===== src/rtl/supv_rst_pkg.sv =====
package supv_rst_pkg;

  // Tolerance choice: which comparator flag defines "supply low".
  typedef enum logic {
    TOL_TIGHT = 1'b0,
    TOL_WIDE  = 1'b1
  } tol_sel_e;

  // Reasons that feed the stretch counter.
  typedef struct packed {
    logic supply_low;
    logic button;
    logic watchdog;
  } rst_req_t;

endpackage


===== src/rtl/supv_sync.sv =====
module supv_sync #(
  parameter int   STAGES  = 2,
  parameter logic RST_VAL = 1'b1
) (
  input  logic clk,
  input  logic rst_n,
  input  logic d,
  output logic q
);

  logic [STAGES-1:0] chain_q;
  logic [STAGES-1:0] chain_d;

  generate
    if (STAGES == 1) begin : g_single
      always_comb chain_d = d;
    end else begin : g_multi
      always_comb chain_d = {chain_q[STAGES-2:0], d};
    end
  endgenerate

  always_ff @(posedge clk or negedge rst_n) begin
    if (!rst_n) chain_q <= {STAGES{RST_VAL}};
    else        chain_q <= chain_d;
  end

  assign q = chain_q[STAGES-1];

endmodule


===== src/rtl/supv_debounce.sv =====
module supv_debounce #(
  parameter int LOW_TICKS = 10
) (
  input  logic clk,
  input  logic rst_n,
  input  logic tick,
  input  logic pin_n,
  output logic pressed
);

  localparam int            CW   = $clog2(LOW_TICKS + 1);
  localparam logic [CW-1:0] FULL = CW'(LOW_TICKS);

  logic [CW-1:0] run_q;
  logic [CW-1:0] run_d;

  // Count consecutive low samples, taken on ticks only; a high sample clears the run.
  always_comb begin
    run_d = run_q;
    if (tick) begin
      if (pin_n)              run_d = '0;
      else if (run_q != FULL) run_d = run_q + 1'b1;
    end
  end

  always_ff @(posedge clk or negedge rst_n) begin
    if (!rst_n) run_q <= '0;
    else        run_q <= run_d;
  end

  assign pressed = (run_q == FULL);

  // recognition follows a low sample on a tick
  p_press_after_low_r4: assert property (@(posedge clk) disable iff (!rst_n)
    $rose(pressed) |-> ($past(tick) && !$past(pin_n)));

  // any high sample on a tick withdraws the press
  p_high_clears_r4: assert property (@(posedge clk) disable iff (!rst_n)
    (tick && pin_n) |=> !pressed);

endmodule


===== src/rtl/supv_stretch.sv =====
module supv_stretch
  import supv_rst_pkg::*;
#(
  parameter int HOLD_TICKS = 300
) (
  input  logic     clk,
  input  logic     rst_n,
  input  logic     tick,
  input  rst_req_t req,
  output logic     rst_act,
  output logic     rst_act_n,
  output logic     rel_pulse
);

  localparam int            CW   = $clog2(HOLD_TICKS + 1);
  localparam logic [CW-1:0] FULL = CW'(HOLD_TICKS);

  logic [CW-1:0] cnt_q, cnt_d;
  logic          act_q, act_n_q, rel_q;
  logic          act_d, rel_d;
  logic          hold_lvl, load;

  always_comb begin
    hold_lvl = req.supply_low | req.button;
    load     = hold_lvl | req.watchdog;
    cnt_d    = cnt_q;
    if (load)                     cnt_d = FULL;
    else if (tick && cnt_q != '0) cnt_d = cnt_q - 1'b1;
    act_d = (cnt_d != '0);
    rel_d = (cnt_q != '0) && (cnt_d == '0);
  end

  always_ff @(posedge clk or negedge rst_n) begin
    if (!rst_n) begin
      cnt_q   <= FULL;
      act_q   <= 1'b1;
      act_n_q <= 1'b0;
      rel_q   <= 1'b0;
    end else begin
      cnt_q   <= cnt_d;
      act_q   <= act_d;
      act_n_q <= ~act_d;
      rel_q   <= rel_d;
    end
  end

  assign rst_act   = act_q;
  assign rst_act_n = act_n_q;
  assign rel_pulse = rel_q;

  // a level reason keeps the reset active
  p_level_holds_r3: assert property (@(posedge clk) disable iff (!rst_n)
    hold_lvl |=> act_q);

  // a watchdog request activates the reset on the next cycle
  p_wdog_forces_r6: assert property (@(posedge clk) disable iff (!rst_n)
    req.watchdog |=> act_q);

  // the two output flops never agree
  p_pair_opposite_r7: assert property (@(posedge clk) disable iff (!rst_n)
    act_q != act_n_q);

  // the strobe marks the first inactive cycle
  p_rel_on_fall_r8: assert property (@(posedge clk) disable iff (!rst_n)
    rel_q |-> (!act_q && $past(act_q)));

  // the strobe lasts one cycle
  p_rel_single_r8: assert property (@(posedge clk) disable iff (!rst_n)
    rel_q |=> !rel_q);

  // without a tick or a reason the count does not move
  p_idle_freeze_r9: assert property (@(posedge clk) disable iff (!rst_n)
    (!tick && !load) |=> $stable(cnt_q));

endmodule


===== src/rtl/supv_reset_gen.sv =====
module supv_reset_gen
  import supv_rst_pkg::*;
#(
  parameter int SYNC_STAGES = 2,
  parameter int DEB_TICKS   = 10,
  parameter int HOLD_TICKS  = 300
) (
  input  logic clk,
  input  logic rst_n,
  input  logic tick_ms,
  input  logic vlow_tight,
  input  logic vlow_wide,
  input  logic tol_wide,
  input  logic btn_raw_n,
  input  logic wdog_bite,
  output logic rst_out,
  output logic rst_out_n,
  output logic rst_release
);

  logic     btn_sync_n;
  logic     btn_pressed;
  logic     supply_low;
  rst_req_t req;

  supv_sync #(.STAGES(SYNC_STAGES), .RST_VAL(1'b1)) u_sync (
    .clk   (clk),
    .rst_n (rst_n),
    .d     (btn_raw_n),
    .q     (btn_sync_n)
  );

  supv_debounce #(.LOW_TICKS(DEB_TICKS)) u_deb (
    .clk     (clk),
    .rst_n   (rst_n),
    .tick    (tick_ms),
    .pin_n   (btn_sync_n),
    .pressed (btn_pressed)
  );

  always_comb begin
    supply_low     = (tol_sel_e'(tol_wide) == TOL_WIDE) ? vlow_wide : vlow_tight;
    req.supply_low = supply_low;
    req.button     = btn_pressed;
    req.watchdog   = wdog_bite;
  end

  supv_stretch #(.HOLD_TICKS(HOLD_TICKS)) u_str (
    .clk       (clk),
    .rst_n     (rst_n),
    .tick      (tick_ms),
    .req       (req),
    .rst_act   (rst_out),
    .rst_act_n (rst_out_n),
    .rel_pulse (rst_release)
  );

  // with the tight threshold selected, the tight flag alone triggers a reset
  p_tight_sel_r2: assert property (@(posedge clk) disable iff (!rst_n)
    (!tol_wide && vlow_tight) |=> rst_out);

  // with the wide threshold selected, the wide flag alone triggers a reset
  p_wide_sel_r2: assert property (@(posedge clk) disable iff (!rst_n)
    (tol_wide && vlow_wide) |=> rst_out);

endmodule


===== config.mk =====
export PLATFORM = sky130hd
export DESIGN_NAME = supv_reset_gen
export DESIGN_NICKNAME = d
export VERILOG_FILES = /design/src/rtl/supv_rst_pkg.sv /design/src/rtl/supv_sync.sv /design/src/rtl/supv_debounce.sv /design/src/rtl/supv_stretch.sv /design/src/rtl/supv_reset_gen.sv
export SDC_FILE = /design/constraint.sdc
export NUM_CORES = 1
export LEC_CHECK = 0
export ABC_AREA = 1
export CORE_ASPECT_RATIO = 0.75
export CORE_MARGIN = 2
export CORE_UTILIZATION = 46
export DETAILED_ROUTE_END_ITERATION = 12
export GPL_TIMING_DRIVEN = 0
export PLACE_DENSITY = 0.7
export SLEW_MARGIN = 10
export SYNTH_ARGS = -nofsm -noshare
export SYNTH_HDL_FRONTEND = slang
export SYNTH_SLANG_ARGS = --single-unit

===== constraint.sdc =====
create_clock -name clk -period 1.6 [get_ports clk]
set_clock_uncertainty 0.1 [all_clocks]
set_input_delay 0.48 -clock clk [delete_from_list [all_inputs] [get_ports clk]]
set_output_delay 0.48 -clock clk [all_outputs]
set_load 0.1 [all_outputs]

==> out/metrics.cfg <==
[synthesis]
synth_commonest_cells=29 x nand2_1, 23 x inv_1, 16 x nand3_1, 11 x dfrtp_1, 10 x nor2_1
netlist_area_um2=1030
avgSynthCellArea_um2=7.95
yosys.area.top_type_share=0.266
synth_edf_count=0
ys_seq_area_frac=0.444
ys_types=22
syn-instance-count=130
async_reset_ff_frac=1.00
mappedNetlistNets=141
ys_ff_latch=18
synthFlopType=dfrtp_1
yosys.area.top_type=dfrtp_1
yosys_warnings=0
synth.area.top_cells=dfrtp_1 27%, dfstp_2 18%, nand2_1 11%
synth.most_common_cell=nand2_1

[power]
seqPwrFrac=0.487
p_int_mw=0.752
power_mw=1.10
pwr-share-clk=0.214
irDropWorstVdd_mv=0.507
swShare=0.316
pwr_density_cell_nw_per_um2=684
leakagePower_nw=0.824
combPwrFrac=0.299
p_sw_mw=0.348

[floorplan]
initial_utilization=0.500
ios=11
rows=14
dieArea_um2=2650
fp.dieW_um=58.7
dieHeight_um=45.1
design.core.area_um2=2070

[global_routing]
grt_pass1_wl_mm=4.31
grt_overflow_total=0
grt_pass1_vias=996
grt_use_total=0.224
grt_start_max_net_pins=19
antenna_found_initial=0

[cells_and_area]
antenna_cells=0
layout-drive-gt1-share=0.539
nets=179
area.growth.synth_to_final_pct=55.7
final_util=0.778
final_area_um2=1610

[clock_tree]
hold_buffers=0
cts_tree=done
cts_buffers=3
cts-htree-levels=1
worst_skew_pair.late_latency_ps=300
clock_sinks=18
cts_buffer_depth=2
cts.clk_slew.worst_paths_ps=100
cts_root_buffer=clkbuf_4

[timing]
rsz0062_at_grt=true
relSlewSlack=0.455
period_share=1.16
worst_slew_pin_slew_ps=815
fin_crit_ps=1860
whs_ps=268
slew_violations=0
hold_violations=0
tns_ps=-789
setup_viol=6
timing.fmax_mhz=538
setup_slack_ps=-260

[setup_path]
cp-end-kind=register
slowest_delay_ps=390
worstPathArrival_ps=2000
crit_top_cell=nor2_2
crit_chain=buf_4 -> nor2_2 -> nand2_1 -> nor2_2 -> nand4_1 -> nand3_4 -> nand2_2 -> nor2_4 -> nand2_2 -> nor2_2
critPathMaxFanout=4
critPathKind=register to register
slowest_stage=dfstp_2
cpLargestDelayFamily=simple AND/OR/NAND/NOR gates
crit_required_ps=1740
critPathLaunchType=register
cp_num_buf_inv=1

[drt]
vias_per_cell=5.49
vias=1048
drc=0
ant_nets=0
wl_per_cell_um=16.2
drt_first_pass_iters=4
drt_iter0_drc=45
wl_mm=3.10

[placed_design]
port_buffers=10
dpl_cell_area_um2=1180
hpwl_mm=1.53
gp_congestion=0.849

[status]
failed_checks=negative setup slack
status=finished with violations

[run]
drv_cap=0

[min_path]
hold_class=register to register

-- registers in the layout, summed over array words and instances (netlist names) --
register and cells:
u_deb.run_q 4, u_str.cnt_q 9, u_str.rel_pulse 1, u_str.rst_act 1
u_str.rst_act_n 1, u_sync.chain_q 2
-- area by class of cell --
class	instances	area, um^2
Sequential cell	18	460
Timing Repair Buffer	33	303
Buffer	2	22.5
Tap cell	24	30.0
Fill cell	123	458
Clock buffer	4	26.3
Multi-Input combinational cell	85	671
Inverter	25	96.3
-- layout by cell type, fill, tap and decap left out, types with 2 or more instances in the layout --
cell type and n:
nand3_1 8, clkbuf_4 3, buf_6 7, clkdlybuf4s50_1 2, inv_2 10, nor2_2 8, a21oi_1 3, dfrtp_1 10
ha_4 2, nand2_2 5, nand2_4 5, inv_1 14, nor2_4 5, nor2_1 2, buf_4 19, xor2_1 3
nand3_2 7, dlygate4sd2_1 5, nand4_1 3, nand3_4 5, dfstp_2 7, nand2_1 22, buf_12 2
-- worst register-to-register path, cell delays in order (launching register included) --
cell and delay [ps]:
dfstp_2 390, buf_4 160, nor2_2 160, nand2_1 130, nor2_2 170, nand4_1 190, nand3_4 130, nand2_2 80
nor2_4 130, nand2_2 80, nor2_2 80
-- what timing repair did --
| item | CTS | global route |
|---|---|---|
| endpoints found under the setup margin | 15 | 12 |
| buffers inserted | 16 | 9 |
| gates cloned | 2 | 0 |
| pin swaps | 15 | 18 |
| gates resized for setup | 41 | 49 |
-- per-layer routing --
layer	up-vias	routed length [um]	global-route usage
met1	505	1210	0.273
met2	51	1520	0.378
met4	0	130	0.0773
li1	476	-	-
met5	-	0	0
met3	16	236	0.0716
-- final timing paths --
check	start	slack, ps	end	cells past startpoint
max in group asynchronous	rst_n	300	u_str.cnt_q[4]$_DFF_PN0_	1
worst min-delay path	u_sync.chain_q[0]$_DFF_PN1_	270	u_sync.chain_q[1]$_DFF_PN1_	0
worst min register to register	u_sync.chain_q[0]$_DFF_PN1_	270	u_sync.chain_q[1]$_DFF_PN1_	0
worst max-delay path	u_str.cnt_q[2]$_DFF_PN1_	-260	u_str.rel_pulse$_DFF_PN0_	10
worst max register to register	u_str.cnt_q[2]$_DFF_PN1_	-260	u_str.rel_pulse$_DFF_PN0_	10
min in group asynchronous	rst_n	550	u_str.cnt_q[4]$_DFF_PN0_	1
-- stage by stage --
stage | worst slack, ps | cells
after floorplan | -24.3 | 130
after global placement | -691 | 164
after detailed placement | -728 | 164
after CTS | -215 | 186
after global routing | -326 | 191
final | -260 | 191
-- power groups by stage --
stage          combinational [mW]  sequential, mW  clock (mW)
6_report                    0.329           0.536       0.235
5_1_grt                     0.358           0.538       0.263
4_1_cts                     0.251           0.526       0.237
3_5_place_dp                0.166           0.536           0
3_3_place_gp                0.154           0.533           0
2_1_floorplan               0.112           0.528           0
-- logic make-up after synthesis --
kind of cell,share of synthesized area
and+or+nand+nor,0.340
buffers and inverters,0.107
DFF,0.444
AOI/OAI and AO/OA,0.0387
xor gates and xnor gates,0.0339
adders and majority gates,0.0363
Note: power is estimated with default switching activity, not from simulation.
